$ cat config.mk
export PLATFORM = sky130hd
export DESIGN_NAME = rvb_wiper_bank
export DESIGN_NICKNAME = d
export VERILOG_FILES = /design/src/rtl/rvb_pkg.sv /design/src/rtl/rvb_nv_store.sv /design/src/rtl/rvb_ctl.sv /design/src/rtl/rvb_wiper.sv /design/src/rtl/rvb_wiper_bank.sv
export SDC_FILE = /design/constraint.sdc
export NUM_CORES = 1
export LEC_CHECK = 0
export ABC_AREA = 0
export BUFFER_PORTS_ARGS = -buffer_cell sky130_fd_sc_hd__buf_2
export CAP_MARGIN = 25
export CORE_UTILIZATION = 54
export DETAILED_ROUTE_END_ITERATION = 7
export HOLD_SLACK_MARGIN = 0.12
export PLACE_DENSITY = 0.76
export SYNTH_ARGS = -nofsm -noshare
export SYNTH_HDL_FRONTEND = slang
export SYNTH_SLANG_ARGS = --single-unit
export TNS_END_PERCENT = 20
$ cat constraint.sdc
create_clock -name clk -period 2.4 [get_ports clk]
set_input_delay 0 -clock clk [delete_from_list [all_inputs] [get_ports clk]]
set_output_delay 0 -clock clk [all_outputs]
set_load 0.02 [all_outputs]
$ cat src/rtl/rvb_pkg.sv
package rvb_pkg;
  parameter int unsigned DW = 8;
  parameter int unsigned AW = 4;
  parameter logic [AW-1:0] A_BANK  = 4'd0;
  parameter logic [AW-1:0] A_ID    = 4'd1;
  parameter logic [AW-1:0] A_GP_LO = 4'd2;
  parameter logic [AW-1:0] A_GP_HI = 4'd6;
  parameter logic [AW-1:0] A_RSV   = 4'd7;
  parameter logic [AW-1:0] A_CTRL  = 4'd8;
  parameter int unsigned GP_NUM = int'(A_GP_HI) - int'(A_GP_LO) + 1;
  parameter logic [DW-1:0] WIPER_MID = 8'h80;
  parameter logic [DW-1:0] RSV_VAL   = 8'hFF;

  function automatic logic [AW-1:0] ptr_next(input logic [AW-1:0] p);
    return (p == A_CTRL) ? A_BANK : p + 1'b1;
  endfunction
endpackage

$ cat src/rtl/rvb_nv_store.sv
module rvb_nv_store
  import rvb_pkg::*;
#(
  parameter int unsigned NV_CYCLES = 200,
  parameter logic [DW-1:0] IVR_DEFAULT = 8'h80
) (
  input  logic                       clk,
  input  logic                       rst_n,
  input  logic                       nv_rst_n,
  input  logic                       commit,
  input  logic [AW-1:0]              commit_addr,
  input  logic [DW-1:0]              commit_data,
  output logic [DW-1:0]              ivr,
  output logic [GP_NUM-1:0][DW-1:0]  gp,
  output logic                       busy
);
  localparam int unsigned TW = $clog2(NV_CYCLES + 1);
  logic [TW-1:0] cyc_cnt;

  always_ff @(posedge clk or negedge nv_rst_n) begin
    if (!nv_rst_n) ivr <= IVR_DEFAULT;
    else if (commit && commit_addr == A_BANK) ivr <= commit_data;
  end

  for (genvar g = 0; g < GP_NUM; g++) begin : g_gp
    always_ff @(posedge clk or negedge nv_rst_n) begin
      if (!nv_rst_n) gp[g] <= '0;
      else if (commit && commit_addr == AW'(int'(A_GP_LO) + g)) gp[g] <= commit_data;
    end
  end

  always_ff @(posedge clk or negedge rst_n) begin
    if (!rst_n) cyc_cnt <= '0;
    else if (commit) cyc_cnt <= TW'(NV_CYCLES);
    else if (cyc_cnt != '0) cyc_cnt <= cyc_cnt - 1'b1;
  end

  assign busy = (cyc_cnt != '0);
endmodule

$ cat src/rtl/rvb_ctl.sv
module rvb_ctl
  import rvb_pkg::*;
(
  input  logic          clk,
  input  logic          rst_n,
  input  logic          wp_n,
  input  logic          bus_start,
  input  logic          bus_stop,
  input  logic          byte_go,
  input  logic          byte_is_addr,
  input  logic [DW-1:0] byte_data,
  input  logic          rd_go,
  input  logic [DW-1:0] rd_value,
  output logic          vol,
  output logic [AW-1:0] ptr,
  output logic          ack_valid,
  output logic          ack,
  output logic          rd_valid,
  output logic [DW-1:0] rd_data,
  output logic          wr_we,
  output logic [DW-1:0] wr_data,
  output logic          commit,
  output logic [AW-1:0] commit_addr,
  output logic [DW-1:0] commit_data
);
  logic addr_ok, from_ctrl, seen_data, locked, pend;
  logic nv_tgt, seq_ok, addr_ack, data_ack;

  always_comb begin
    nv_tgt   = (ptr == A_BANK && !vol) || (ptr >= A_GP_LO && ptr <= A_GP_HI);
    seq_ok   = addr_ok && !locked && (!seen_data || from_ctrl);
    addr_ack = (byte_data <= 8'(A_CTRL)) && (byte_data != 8'(A_RSV));
    data_ack = 1'b0;
    if (seq_ok) begin
      if (ptr == A_CTRL)                data_ack = (byte_data[DW-2:0] == '0);
      else if (ptr == A_ID)             data_ack = 1'b1;
      else if (ptr == A_BANK && vol)    data_ack = 1'b1;
      else if (nv_tgt)                  data_ack = wp_n;
    end
    wr_we   = byte_go && !byte_is_addr && seq_ok && ptr == A_BANK && (vol || wp_n);
    wr_data = byte_data;
    commit  = bus_stop && pend && wp_n;
  end

  always_ff @(posedge clk or negedge rst_n) begin
    if (!rst_n) begin
      vol <= 1'b0; ptr <= A_BANK; addr_ok <= 1'b0; from_ctrl <= 1'b0;
      seen_data <= 1'b0; locked <= 1'b0; pend <= 1'b0;
      commit_addr <= '0; commit_data <= '0;
      ack_valid <= 1'b0; ack <= 1'b0; rd_valid <= 1'b0; rd_data <= '0;
    end else begin
      ack_valid <= byte_go;
      rd_valid  <= rd_go;
      if (byte_go) ack <= byte_is_addr ? addr_ack : data_ack;
      if (rd_go) rd_data <= rd_value;
      if (bus_start || bus_stop) begin
        addr_ok <= 1'b0; pend <= 1'b0; locked <= 1'b0;
      end else if (byte_go) begin
        pend <= 1'b0;
        if (byte_is_addr) begin
          addr_ok <= addr_ack;
          if (addr_ack) begin
            ptr <= byte_data[AW-1:0];
            from_ctrl <= (byte_data[AW-1:0] == A_CTRL);
            seen_data <= 1'b0;
            locked <= 1'b0;
          end
        end else if (seq_ok) begin
          seen_data <= 1'b1;
          ptr <= ptr_next(ptr);
          if (ptr == A_CTRL) vol <= byte_data[DW-1];
          if (nv_tgt) begin
            locked <= 1'b1;
            if (wp_n) begin
              pend <= 1'b1; commit_addr <= ptr; commit_data <= byte_data;
            end
          end
        end else begin
          locked <= 1'b1;
        end
      end else if (rd_go) begin
        pend <= 1'b0;
        ptr <= ptr_next(ptr);
      end
    end
  end
endmodule

$ cat src/rtl/rvb_wiper.sv
module rvb_wiper
  import rvb_pkg::*;
(
  input  logic          clk,
  input  logic          rst_n,
  input  logic [DW-1:0] ivr,
  input  logic          wr_we,
  input  logic [DW-1:0] wr_data,
  output logic [DW-1:0] wiper,
  output logic          booted
);
  always_ff @(posedge clk or negedge rst_n) begin
    if (!rst_n) begin
      wiper <= WIPER_MID; booted <= 1'b0;
    end else if (!booted) begin
      wiper <= ivr; booted <= 1'b1;
    end else if (wr_we) begin
      wiper <= wr_data;
    end
  end
endmodule

$ cat src/rtl/rvb_wiper_bank.sv
module rvb_wiper_bank
  import rvb_pkg::*;
#(
  parameter int unsigned NV_CYCLES = 200,
  parameter logic [DW-1:0] ID_VALUE = 8'hD0,
  parameter logic [DW-1:0] IVR_DEFAULT = 8'h80
) (
  input  logic          clk,
  input  logic          rst_n,
  input  logic          nv_rst_n,
  input  logic          wp_n,
  input  logic          bus_start,
  input  logic          bus_stop,
  input  logic          in_valid,
  output logic          in_ready,
  input  logic          in_addr,
  input  logic [DW-1:0] in_data,
  output logic          ack_valid,
  output logic          ack,
  input  logic          rd_req,
  output logic          rd_valid,
  output logic [DW-1:0] rd_data,
  output logic          busy,
  output logic [DW-1:0] tap_sel,
  output logic          boot_done
);
  logic                      vol, wr_we, commit, byte_go, rd_go;
  logic [AW-1:0]             ptr, commit_addr;
  logic [DW-1:0]             wr_data, commit_data, ivr, rd_value;
  logic [GP_NUM-1:0][DW-1:0] gp;

  assign in_ready = boot_done && !busy;
  assign byte_go  = in_valid && in_ready;
  assign rd_go    = rd_req && in_ready;

  always_comb begin
    if (ptr == A_BANK)                          rd_value = vol ? tap_sel : ivr;
    else if (ptr == A_ID)                       rd_value = ID_VALUE;
    else if (ptr >= A_GP_LO && ptr <= A_GP_HI)  rd_value = gp[ptr - A_GP_LO];
    else if (ptr == A_CTRL)                     rd_value = {vol, {(DW-1){1'b0}}};
    else                                        rd_value = RSV_VAL;
  end

  rvb_ctl i_ctl (
    .clk(clk), .rst_n(rst_n), .wp_n(wp_n), .bus_start(bus_start), .bus_stop(bus_stop),
    .byte_go(byte_go), .byte_is_addr(in_addr), .byte_data(in_data),
    .rd_go(rd_go), .rd_value(rd_value), .vol(vol), .ptr(ptr),
    .ack_valid(ack_valid), .ack(ack), .rd_valid(rd_valid), .rd_data(rd_data),
    .wr_we(wr_we), .wr_data(wr_data), .commit(commit),
    .commit_addr(commit_addr), .commit_data(commit_data)
  );

  rvb_nv_store #(.NV_CYCLES(NV_CYCLES), .IVR_DEFAULT(IVR_DEFAULT)) i_nv (
    .clk(clk), .rst_n(rst_n), .nv_rst_n(nv_rst_n), .commit(commit),
    .commit_addr(commit_addr), .commit_data(commit_data),
    .ivr(ivr), .gp(gp), .busy(busy)
  );

  rvb_wiper i_wiper (
    .clk(clk), .rst_n(rst_n), .ivr(ivr), .wr_we(wr_we), .wr_data(wr_data),
    .wiper(tap_sel), .booted(boot_done)
  );
endmodule

-- Word-level counts from Yosys, hierarchy flattened
Index checks and enable logic that the tools add are counted.
Widths: inputs -> output; s select.
- bits of input ports: 17
- word-level logic and storage cells: 134
- register bits after elaboration: 98
- output and inout bits: 22
- add/subtract/negate cells: 3
- reduce and logical (&&, ||, !) cells: 47
- bitwise logic cells: 2
- order comparisons: 4
- muxes and demuxes: 41
- equal/unequal tests: 15
- operators with widths (operator ; number):
    $mux 8 ; 10
    $bmux 8 s3 ; 1
    $mux 1 ; 24
    $mux 4 ; 6
    $logic_and 1x1->1 ; 21
    $eq 4x3->1 const B ; 3
    $reduce_and 4->1 ; 3
    $reduce_bool 2->1 ; 5
    $eq 4x2->1 const B ; 2
    $eq 4x4->1 const B ; 2
    $le 8x4->1 const B ; 1
    $logic_not 4->1 ; 2
    $ne 8x3->1 const B ; 1
    $reduce_bool 8->1 ; 1
    $sub 8x1->8 const B ; 1
    $logic_not 7->1 ; 1
    $ne 3x3->1 const B ; 2
    $reduce_and 6->1 ; 1
    $logic_not 1->1 ; 5
    $reduce_and 5->1 ; 1
    $add 4x1->4 const B ; 1
    $eq 4x1->1 const B ; 1
    $ge 4x2->1 const B ; 1
    $le 4x3->1 const B ; 1
    other kinds (11) ; 15

-- Depth between registers and ports, before layout
Gate-level depths: netlist of the first run.
- depth after elaboration: 10
- mapped depth: 9
- gate-level depth less buffers: 8

-- Modules after synthesis
Synthesis of the first run repeated with hierarchy kept, for this count alone.
- cells, all modules: 436
- area total of the unflattened synthesis: 5182.5 µm²
- modules (own cells, without submodules) (module ; times used ; seq. area each (µm²) ; area each (µm²) ; cells an instance):
    rvb_nv_store ; 1 ; 1402.6 ; 2299.7 ; 155
    rvb_ctl ; 1 ; 825.8 ; 1764.2 ; 146
    rvb_wiper_bank ; 1 ; 0.0 ; 704.4 ; 98
    rvb_wiper ; 1 ; 226.5 ; 414.1 ; 37

-- Worst setup path before layout of the first run
No wires, ideal clock.
- path type: register to register
- from: register i_ctl.ptr[1]
- to: register i_ctl.commit_data[0]
- stages on the path, launching flop included: 9
- arrival time: 2319 ps
- slack: -44 ps
- library setup time: 125 ps
- clock period less this slack: 2444 ps
- required time: 2275 ps
- buffers on the path: 2
- cell sequence: dfrtp_1 > buf_4 > clkinv_1 > ha_1 > nand3_1 > o2bb2ai_1 > and4_1 > buf_4 > mux2_2
- word-level cells in the longest chain between the ends: 4
- elaborated cells on any way between the ends: 7
- classes of those cells: 2 x order compare; 5 x reduce/logical
- ends and longest elaborated chain (what ; line ; RTL):
    start, declared ; rvb_ctl.sv:15 ; output logic [AW-1:0] ptr,
    start signal, assigned ; rvb_ctl.sv:63 ; ptr <= byte_data[AW-1:0];
    start signal, assigned ; rvb_ctl.sv:70 ; ptr <= ptr_next(ptr);
    start signal, assigned ; rvb_ctl.sv:83 ; ptr <= ptr_next(ptr);
    $ge 4x2->1 (tied with other cells) ; rvb_ctl.sv:30 ; nv_tgt = (ptr == A_BANK && !vol) || (ptr >= A_GP_LO && ptr <= A_GP_HI);
    $logic_and 1x1->1 ; rvb_ctl.sv:30 ;
    $logic_or 1x1->1 (*) ; rvb_ctl.sv:30 ;
    $reduce_and 6->1 (no line) (*) ; - ;
    end signal, assigned ; rvb_ctl.sv:49 ; commit_addr <= '0; commit_data <= '0;
    end signal, assigned ; rvb_ctl.sv:75 ; pend <= 1'b1; commit_addr <= ptr; commit_data <= byte_data;
    end, declared ; rvb_ctl.sv:24 ; output logic [DW-1:0] commit_data
Every way passes the cells marked *; elsewhere a longest branch is shown, timed or not.
A chain may end at the register's enable or synchronous reset.

-- Final worst setup path of the first run
- from: register i_nv.cyc_cnt[3]
- to: register i_ctl.rd_data[4]
- word-level cells in the longest chain between the ends: 4
- ends and longest elaborated chain (what ; line ; RTL):
    start, declared ; rvb_nv_store.sv:18 ; logic [TW-1:0] cyc_cnt;
    start signal, assigned ; rvb_nv_store.sv:34 ; else if (commit) cyc_cnt <= TW'(NV_CYCLES);
    start signal, assigned ; rvb_nv_store.sv:35 ; else if (cyc_cnt != '0) cyc_cnt <= cyc_cnt - 1'b1;
    $reduce_bool 8->1 ; rvb_nv_store.sv:38 ; assign busy = (cyc_cnt != '0);
    $logic_not 1->1 ; rvb_wiper_bank.sv:32 ; assign in_ready = boot_done && !busy;
    $logic_and 1x1->1 ; rvb_wiper_bank.sv:32 ;
    $logic_and 1x1->1 ; rvb_wiper_bank.sv:34 ; assign rd_go = rd_req && in_ready;
    end signal, assigned ; rvb_ctl.sv:55 ; if (rd_go) rd_data <= rd_value;
    end, declared ; rvb_ctl.sv:19 ; output logic [DW-1:0] rd_data,
Every way passes these cells.

==> impl_metrics.py, run 1 <==
metrics = {
    "clock_network": {
        "clk_pin_slew_ns": 0.10,
        "clk_path_buf_depth": 2,
        "htree_levels": 3,
        "clk_latency_ns": 0.36,
        "cts_made_buffers": 9,
        "clockRootBuffer": "clkbuf_8",
        "cts_tree": "done",
        "cts.sinks": 98,
    },
    "logic_synthesis": {
        "synth_flop_cell": "dfrtp_1",
        "yosys.area_share.simple_pct": 13.3,
        "synth_cells": 417,
        "synth-compound-area-share_pct": 10.2,
        "postSynthAreaPerCell_sq_um": 11.7,
        "synth_top_family_by_area": "multiplexers",
        "synth_cell_types": 65,
        "yosysWarnings": 0,
        "synth_edf_count": 0,
        "muxShareOfSynthArea_pct": 21.1,
        "synth-adder-area-share_pct": 1.79,
        "synth_nets": 441,
        "syn_area_sq_um": 4900,
        "synthXorXnorAreaFrac_pct": 0.715,
        "ys_ff_latch": 98,
        "async_flop_share_pct": 100,
        "yosysSeqAreaShare_pct": 50.1,
    },
    "pwr": {
        "irDropWorstVdd_v": 0.000247,
        "p_leak_nw": 2.73,
        "p_per_area_nw_per_um2": 492,
    },
    "global_route": {
        "antenna_found_initial": 0,
        "grt_pass1_wl_mm": 18.7,
        "grt_start_max_net_pins": 49,
        "grt_usage_pct": 25.0,
        "grt_pass1_vias": 3688,
        "grt_overflow": 0,
    },
    "critical_path": {
        "crit_required_ns": 2.63,
        "cpPeakStageDelay_ns": 0.57,
        "crit_type": "reg2reg",
        "startpoint_type": "flip-flop",
        "critPathSlowestCell": "or4_4",
        "arrival_ns": 2.48,
        "critical_path.cell_chain": "or4_4, nor2_1, nand2_2, a2111oi_0, a211oi_1",
        "cp-end-kind": "flip-flop",
        "critPathMaxFanout": 19,
    },
    "floorplan": {
        "die_area_sq_um": 9460,
        "rows": 34,
        "die_x_um": 97.3,
        "die_h_um": 97.3,
        "start_util_pct": 55.9,
        "io_pins": 39,
        "core_area_sq_um": 8760,
    },
    "sta": {
        "fin_crit_ns": 2.26,
        "timing.hold.ws_ns": 0.124,
        "maxSlewViolCount": 0,
        "max_clock_freq_mhz": 443,
        "tightest_slew_ns": 0.581,
        "clock_skew_ns": 0.00950,
        "setup_viol": 0,
        "fin_crit_sh_pct": 94.1,
        "hold_violations": 0,
        "slew-limit-headroom_pct": 61.0,
        "rsz0062_at_grt": "true",
    },
    "cells_and_area": {
        "n_antenna_cell": 0,
        "multi_input_area_sq_um": 2330,
        "final_cells": 607,
        "utilization_pct": 65.3,
        "drive_gt1_share_pct": 33.3,
        "area.growth.synth_to_final_pct": 16.8,
        "design_area_sq_um": 5720,
        "fin_nets": 518,
        "nFillCells": 647,
        "seq_area_sq_um": 2460,
    },
    "min_path": {
        "hold_class": "in2async",
    },
    "drt": {
        "drt_first_iter_violations": 151,
        "drc_errors": 0,
        "antenna_left": 0,
        "wl_mm": 11.3,
        "dr_total_vias": 3612,
        "wl_per_cell_um": 18.5,
        "viasPerCell": 5.95,
        "dr.pass1.iters": 4,
    },
    "place": {
        "hpwl_mm": 7.89,
        "io_buffers": 38,
        "post_dp_cell_area_sq_um": 5350,
        "routabilityCongestion": 0.880,
        "dp.cells": 572,
    },
    "run_status": {
        "status": "finished clean",
    },
    "run": {
        "timing.max_cap.violations": 0,
    },
}
-- report_power, final --
part           switching, W  internal (W)
Clock              0.000584      0.000386
Sequential        0.0000121       0.00166
Combinational      0.000107     0.0000627
-- repair_timing --
item                       in CTS  in global routing
setup endpoints to repair       0                 13
resized for setup               0                  3
hold buffers                   16                  1
buffers inserted                0                  1
hold endpoints to repair      105                  5
-- layout by cell type (no fill, tap or decap), types with 3 or more instances in the layout --
cell,count
a211oi_1,3
a21oi_1,32
a221o_1,5
buf_2,38
buf_4,26
clkbuf_8,9
dfrtp_1,95
dlygate4sd3_1,17
ha_1,7
inv_1,13
mux2_2,61
mux2i_1,28
mux4_2,3
nand2_1,13
nand3_1,6
nor2_1,30
nor2b_1,6
nor3_1,11
o211ai_1,5
o21ai_0,14
or3_1,6
xnor2_1,3
-- kinds of logic after synthesis --
group                    Yosys count
multiplexers                      92
adder cells (fa/ha/maj)            7
buffers and inverters             30
AND/OR/NAND/NOR                  109
other                              1
flip-flops                        98
XOR/XNOR                           4
AO/OA/AOI/OAI                     76
-- cell type report --
cell class / count / share of cell area [%]
Clock buffer: 11 / 2.30
Clock inverter: 5 / 0.678
Inverter: 14 / 0.918
Multi-Input combinational cell: 289 / 40.8
Sequential cell: 98 / 42.9
Tap cell: 108 / 2.36
Timing Repair Buffer: 82 / 10.1
-- path summary, 6_finish.rpt --
kind	startpoint	endpoint	slack, ns	cells after the start
max in group asynchronous	nv_rst_n	i_nv.gp[23]	1.34	4
worst min-delay path	rst_n	i_ctl.from_ctrl	0.12	2
worst max-delay path	i_nv.cyc_cnt[3]	i_ctl.rd_data[4]	0.14	5
worst max register to register	i_nv.cyc_cnt[3]	i_ctl.rd_data[4]	0.14	5
min in group clk	rd_req	i_ctl.rd_valid	0.23	3
worst min register to register	i_ctl.rd_data[7]	i_ctl.rd_data[7]	0.50	1
-- Yosys cell counts (all sizes together) (2+ instances only) --
cell | n | area [sq um]
ha | 7 | 87.6
or3 | 7 | 45.1
or4 | 5 | 46.3
o211ai | 5 | 37.5
nand3 | 8 | 45.0
or4b | 2 | 20.0
o21ai | 16 | 80.1
nand2b | 3 | 26.3
buf | 10 | 56.3
a311oi | 2 | 17.5
dfstp | 2 | 52.6
xnor2 | 3 | 26.3
mux2i | 28 | 280
a211oi | 3 | 22.5
dfrtp | 96 | 2400
mux4 | 3 | 67.6
nor3 | 12 | 65.1
nand4b | 2 | 17.5
nor2b | 6 | 37.5
a221o | 5 | 50.1
mux2 | 61 | 687
nand2 | 14 | 55.1
nor3b | 3 | 32.5
nor4 | 4 | 40.0
clkbuf | 6 | 22.5
and4 | 2 | 17.5
a211o | 2 | 17.5
a2111oi | 3 | 26.3
inv | 13 | 48.8
a21oi | 32 | 160
nor2 | 30 | 113
and3 | 2 | 12.5
-- per-layer routing --
metal | wire [um] | global-route usage [%] | vias to the layer above
met4 | 264 | 11.3 | 0
li1 | - | - | 1694
met3 | 398 | 3.96 | 24
met5 | 0 | 0 | -
met2 | 5380 | 40.5 | 91
met1 | 5220 | 33.3 | 1803
-- critical path, delay by kind of cell (launching register included) --
family,cells,cell delay [ns]
compound gates,2,0.60
flops,1,0.47
simple gates,3,1.04
-- state kept, by name, summed over array words and instances (netlist names), 4 cells and up --
signal             flops
i_nv.ivr               8
i_ctl.ptr              4
i_ctl.rd_data          8
i_nv.cyc_cnt           8
i_nv.gp               40
i_wiper.wiper          8
i_ctl.commit_data      8
i_ctl.commit_addr      4
-- metrics by stage --
stage                     worst slack, ns  power, W  setup TNS (ns)
after floorplan                    0.0818   0.00176               0
after global placement              0.271   0.00185               0
after detailed placement            0.170   0.00185               0
after CTS                           0.117   0.00283               0
after global routing              -0.0133   0.00291         -0.0133
final                               0.142   0.00282               0
Note: power is estimated with default switching activity, not from simulation.
==> run 2: changes to the inputs <==
- SYNTH_HIERARCHICAL: not set -> 1
==> run 2 against run 1 <==
  * The run now ends with setup timing left
  * Hold slack better by 0.014 ns
  * Clock skew grew 0.0060 ns
  * Final cell count increased by 6.6%
  * Synthesized cell count is 4.6% higher
  * Largest cell class is now multi-input combinational cells
==> impl_metrics.py, run 2 <==
metrics = {
    "run_status": {
        "status": "finished, violations left",
        "failed_checks": "setup timing",
    },
    "clock_network": {
        "htree_levels": 3,
        "cts_tree": "done",
        "cts_made_buffers": 9,
        "clockRootBuffer": "clkbuf_8",
        "cts.sinks": 98,
        "clk_latency_ns": 0.36,
        "clk_path_buf_depth": 2,
        "clk_pin_slew_ns": 0.10,
    },
    "run": {
        "timing.max_cap.violations": 0,
    },
    "cells_and_area": {
        "multi_input_area_sq_um": 2520,
        "fin_nets": 537,
        "seq_area_sq_um": 2450,
        "largest_register_ffs": 40,
        "layout_commonest_cell": "dfrtp_1",
        "final_cell_mix": "96 x dfrtp_1, 41 x mux2_2, 38 x buf_2",
        "nFillCells": 755,
        "utilization_pct": 65.7,
        "top_register": "i_nv/gp",
        "drive_gt1_share_pct": 35.5,
        "n_antenna_cell": 0,
        "area.growth.synth_to_final_pct": 17.6,
    },
    "sta": {
        "rsz0062_at_grt": "true",
        "hold_violations": 0,
        "fin_crit_ns": 2.62,
        "tightest_slew_ns": 0.651,
        "slew-limit-headroom_pct": 56.6,
        "clock_skew_ns": 0.0155,
        "setup_slack_ns": -0.223,
        "setup_viol": 23,
        "timing.hold.ws_ns": 0.138,
        "fin_crit_sh_pct": 109,
        "tns_ns": -4.07,
        "max_clock_freq_mhz": 381,
        "maxSlewViolCount": 0,
    },
    "place": {
        "hpwl_mm": 8.43,
        "io_buffers": 38,
        "routabilityCongestion": 0.891,
    },
    "logic_synthesis": {
        "syn_area_sq_um": 5180,
        "synth_nets": 460,
        "yosysSeqAreaShare_pct": 47.4,
        "ys_ff_latch": 98,
        "netlist_top_cells_area": "dfrtp_1 46%, mux2_2 9.6%, mux2i_1 4.8%",
        "synth_top_area_cell": "dfrtp_1",
        "synth_edf_count": 0,
        "yosysWarnings": 6,
        "async_flop_share_pct": 100,
        "synth_cells": 436,
        "synth_most_common_cell": "dfrtp_1",
        "postSynthAreaPerCell_sq_um": 11.9,
        "synth_common_cells": "96 x dfrtp_1, 44 x mux2_2, 28 x a21oi_1",
        "synth_cell_types": 72,
        "synth_top_area_share_pct": 46.4,
        "synth_flop_cell": "dfrtp_1",
    },
    "critical_path": {
        "cp-end-kind": "flip-flop",
        "crit_required_ns": 2.63,
        "critPathMaxFanout": 5,
        "startpoint_type": "flip-flop",
        "arrival_ns": 2.86,
        "crit_type": "reg2reg",
        "crit_path_start": "i_nv/cyc_cnt[1]",
        "r2r-start": "i_nv/cyc_cnt[1]",
    },
    "pwr": {
        "p_comb_share_pct": 4.9,
        "p_int_w": 0.00230,
        "switching_share_pct": 22.7,
        "p_per_area_nw_per_um2": 489,
        "seqPwrFrac_pct": 56.1,
        "p_leak_nw": 2.87,
        "p_switching_w": 0.000675,
        "irDropWorstVdd_v": 0.000318,
        "clockPowerShare_pct": 39.0,
    },
    "floorplan": {
        "io_pins": 39,
        "die_h_um": 100,
        "start_util_pct": 55.8,
        "rows": 35,
        "die_area_sq_um": 9990,
        "core_area_sq_um": 9280,
        "die_x_um": 100,
    },
    "drt": {
        "wl_mm": 12.1,
        "viasPerCell": 5.77,
        "drc_errors": 0,
        "drt_first_iter_violations": 186,
        "antenna_left": 0,
        "wl_per_cell_um": 18.7,
        "dr_total_vias": 3731,
        "dr.pass1.iters": 5,
    },
    "global_route": {
        "grt_usage_pct": 26.4,
        "grt_overflow": 0,
        "antenna_found_initial": 0,
        "grt_start_max_net_pins": 51,
        "grt_pass1_wl_mm": 20.3,
        "grt_pass1_vias": 3888,
    },
    "min_path": {
        "hold_class": "in2reg",
        "min_from": "in_valid",
    },
}
==> run 2: cell families after synthesis <==
kind of cell	synth area share [%]
AOI/OAI and AO/OA	13.0
DFF	47.4
muxes	21.1
and+or+nand+nor	11.5
buffers and inverters	5.34
adders and majority gates	1.69
other	0.0724
==> run 2: power by group through the flow <==
stage               registers, W   logic, W  clock network (W)
finish                   0.00167   0.000147            0.00116
global route             0.00167   0.000163            0.00126
CTS                      0.00167   0.000143            0.00120
detailed placement       0.00170   0.000122                  0
global placement         0.00170   0.000120                  0
floorplan                0.00171  0.0000395                  0
==> run 2: final cells by class <==
cell class                 count  share of cell area (%)
multi-input combinational    297                    41.4
inverter                      12                   0.780
sequential                    98                    40.3
tap                          129                    2.65
clock buffer                  10                    2.09
timing repair buffer          95                    11.3
clock inverter                 6                    1.46
==> run 2: timing repair <==
item / 4_1_cts / 5_1_grt
resized for setup: 8 / 8
hold buffers: 17 / 1
endpoints found under the setup margin: 27 / 28
hold endpoints to repair: 123 / 6
buffers inserted: 1 / 2
pin swaps: 3 / 7
==> run 2: worst paths after layout <==
| kind | to | slack, ns | depth (start not counted) |
|---|---|---|---|
| max reg2reg | i_ctl/commit_data[2] | -0.22 | 12 |
| min in group asynchronous | i_nv/cyc_cnt[4] | 0.28 | 3 |
| max | i_ctl/commit_data[2] | -0.22 | 12 |
| min | i_ctl/ack_valid | 0.14 | 4 |
| min reg2reg | i_nv/gp[10] | 0.50 | 1 |
| max in group asynchronous | i_nv/ivr[7] | 1.33 | 4 |
==> run 2: per-stage QoR <==
stage                     power (W)  cell area [sq um]  cells  setup slack, ns
after floorplan             0.00175               5200    436           -0.448
after CTS                   0.00301               6020    643           -0.246
after detailed placement    0.00182               5590    609           -0.265
final                       0.00298               6100    647           -0.223
after global routing        0.00309               6100    647           -0.320
after global placement      0.00182               5590    609           -0.204
==> run 2: worst max-delay path: stages, from the launching register on <==
cell and delay, ns:
dfrtp_1 0.41, inv_2 0.09, ha_4 0.13, or3b_4 0.39
nor2_4 0.12, inv_4 0.05, nor2b_4 0.10, and2_4 0.15
and4bb_4 0.25, and3_4 0.18, and3_4 0.20, buf_6 0.13
mux2_4 0.30
==> run 2: metal layers <==
metal | part of all wire, % | GRT usage [%]
met3 | 3.5 | 4.60
met5 | 0 | 0
met1 | 45 | 35.1
met4 | 1.6 | 8.14
met2 | 50 | 44.3
==> run 3: changes to the inputs <==
- CORE_UTILIZATION: 54 -> 55
- PLACE_DENSITY: 0.76 -> 0.74
- clock period: 2.4 -> 3.31 ns (I/O delays scaled with it)
==> run 3 against run 2 <==
  * The flow now finishes without violations
  * Critical path depth is 1 higher
  * Register-to-register slack better by 0.38 ns
  * Final area is 4.3% lower
  * Non-clock buffer count is 24 lower
  * Setup slack better by 0.38 ns
  * Clock power is 26% lower
==> impl_metrics.py, run 3 (synthesis gave the netlist of run 2 again) <==
metrics = {
    "sta": {
        "setup_viol": 0,
        "max_clock_freq_mhz": 317,
        "rsz0062_at_grt": "false",
        "maxSlewViolCount": 0,
        "tightest_slew_ns": 0.667,
        "fin_crit_ns": 3.15,
        "timing.hold.ws_ns": 0.134,
        "hold_violations": 0,
        "slew-limit-headroom_pct": 55.1,
        "fin_crit_sh_pct": 95.3,
        "clock_skew_ns": 0.0111,
        "tns_ns": 0,
    },
    "global_route": {
        "grt_usage_pct": 26.0,
        "grt_start_max_net_pins": 51,
        "grt_pass1_vias": 3704,
        "grt_pass1_wl_mm": 19.5,
        "grt_overflow": 0,
        "antenna_found_initial": 0,
    },
    "clock_network": {
        "cts_made_buffers": 9,
        "clk_pin_slew_ns": 0.10,
        "clk_path_buf_depth": 2,
        "clk_latency_ns": 0.36,
        "cts_setup_buffers": 0,
        "cts.sinks": 98,
        "clockRootBuffer": "clkbuf_8",
        "cts_tree": "done",
        "htree_levels": 3,
    },
    "pwr": {
        "p_switching_w": 0.000482,
        "p_leak_nw": 2.75,
        "irDropWorstVdd_v": 0.000252,
        "p_comb_share_pct": 4.9,
        "p_per_area_nw_per_um2": 372,
        "clockPowerShare_pct": 39.4,
        "p_int_w": 0.00169,
        "seqPwrFrac_pct": 55.7,
        "switching_share_pct": 22.2,
    },
    "cells_and_area": {
        "n_antenna_cell": 0,
        "multi_input_area_sq_um": 2470,
        "final_cells": 605,
        "final_cell_mix": "96 x dfrtp_1, 44 x mux2_2, 38 x buf_2",
        "seq_area_sq_um": 2450,
        "largest_register_ffs": 40,
        "drive_gt1_share_pct": 30.4,
        "area.growth.synth_to_final_pct": 12.5,
        "layout_commonest_cell": "dfrtp_1",
        "top_register": "i_nv/gp",
        "nFillCells": 723,
        "fin_nets": 513,
    },
    "drt": {
        "drt_first_iter_violations": 186,
        "dr_total_vias": 3737,
        "viasPerCell": 6.18,
        "wl_per_cell_um": 19.9,
        "antenna_left": 0,
        "dr.pass1.iters": 5,
        "wl_mm": 12.0,
        "drc_errors": 0,
    },
    "critical_path": {
        "critical_path.cell_chain": "inv_1, ha_1, or3b_1, nor2_2, inv_2, nor2b_1, and2_1, buf_4, and2_4, o2111ai_4, o21ai_1, o31ai_1, dlygate4sd3_1",
        "crit_required_ns": 3.55,
        "crit_family": "simple AND/OR/NAND/NOR gates",
        "cp-end-kind": "flip-flop",
        "critPathMaxFanout": 9,
        "cpPeakStageDelay_ns": 0.58,
        "startpoint_type": "flip-flop",
        "reg2reg_slack_ns": 0.16,
        "crit_type": "reg2reg",
        "critPathSlowestCell": "dlygate4sd3_1",
        "critical_path_buf_inv_count": 4,
        "arrival_ns": 3.39,
    },
    "place": {
        "routabilityCongestion": 0.926,
        "dp.cells": 569,
        "io_buffers": 38,
        "hpwl_mm": 7.91,
    },
    "floorplan": {
        "rows": 35,
        "die_h_um": 99.1,
        "io_pins": 39,
        "core_area_sq_um": 9200,
        "die_area_sq_um": 9810,
        "start_util_pct": 56.4,
        "die_x_um": 99.1,
    },
    "min_path": {
        "hold_class": "in2async",
    },
    "run_status": {
        "status": "finished clean",
    },
    "run": {
        "timing.max_cap.violations": 0,
    },
}
-- run 3: what timing repair did --
item | 4_1_cts | 5_1_grt
resized for setup | 0 | 4
hold buffers | 20 | 0
hold endpoints to repair | 124 | 0
endpoints found under the setup margin | 0 | 1
-- run 3: power groups by stage --
| stage | combinational, W | sequential, W | clock (W) |
|---|---|---|---|
| floorplan | 0.0000284 | 0.00124 | 0 |
| global placement | 0.0000856 | 0.00123 | 0 |
| global route | 0.000117 | 0.00121 | 0.000925 |
| detailed placement | 0.0000902 | 0.00123 | 0 |
| finish | 0.000106 | 0.00121 | 0.000856 |
| CTS | 0.000105 | 0.00121 | 0.000877 |
-- run 3: final timing paths --
path / from / to / cells past startpoint
worst max register to register: i_nv/cyc_cnt[0] / i_ctl/from_ctrl / 13
worst min register to register: i_nv/gp[25] / i_nv/gp[25] / 1
min in group clk: rd_req / i_ctl/rd_valid / 3
worst max-delay path: i_nv/cyc_cnt[0] / i_ctl/from_ctrl / 13
max in group asynchronous: rst_n / i_ctl/rd_data[6] / 3
worst min-delay path: nv_rst_n / i_nv/gp[36] / 2
-- run 3: per-stage QoR --
stage | total power (W) | utilization [%] | setup WS (ns) | area [sq um]
2_1_floorplan | 0.00127 | - | 0.157 | 5180
3_3_place_gp | 0.00132 | 58.5 | 0.462 | 5380
3_5_place_dp | 0.00132 | 58.7 | 0.361 | 5400
4_1_cts | 0.00219 | 63.3 | 0.124 | 5820
5_1_grt | 0.00225 | 63.4 | 0.0208 | 5830
6_report | 0.00217 | 63.4 | 0.157 | 5830
-- run 3: worst register-to-register path: cells and delay by family, from the launching register on --
family / cells / cell delay (ns)
simple gates: 5 / 1.10
buf+inv: 4 / 0.91
compound gates: 3 / 0.45
flops: 1 / 0.41
fa+ha+maj: 1 / 0.16
-- run 3: per-layer routing --
metal / wire, um / GRT usage (%) / share of wire, %
met3: 600 / 4.11 / 5.0
met2: 5770 / 41.5 / 48
met4: 193 / 9.39 / 1.6
met1: 5450 / 36.3 / 45
met5: 0 / 0 / 0
-- run 3: layout make-up --
class,instances,area share (%)
clock buffer,12,2.49
clock inverter,4,1.31
inverter,12,0.772
multi-input combinational,297,42.4
sequential,98,42.1
tap,111,2.38
timing repair buffer,71,8.58
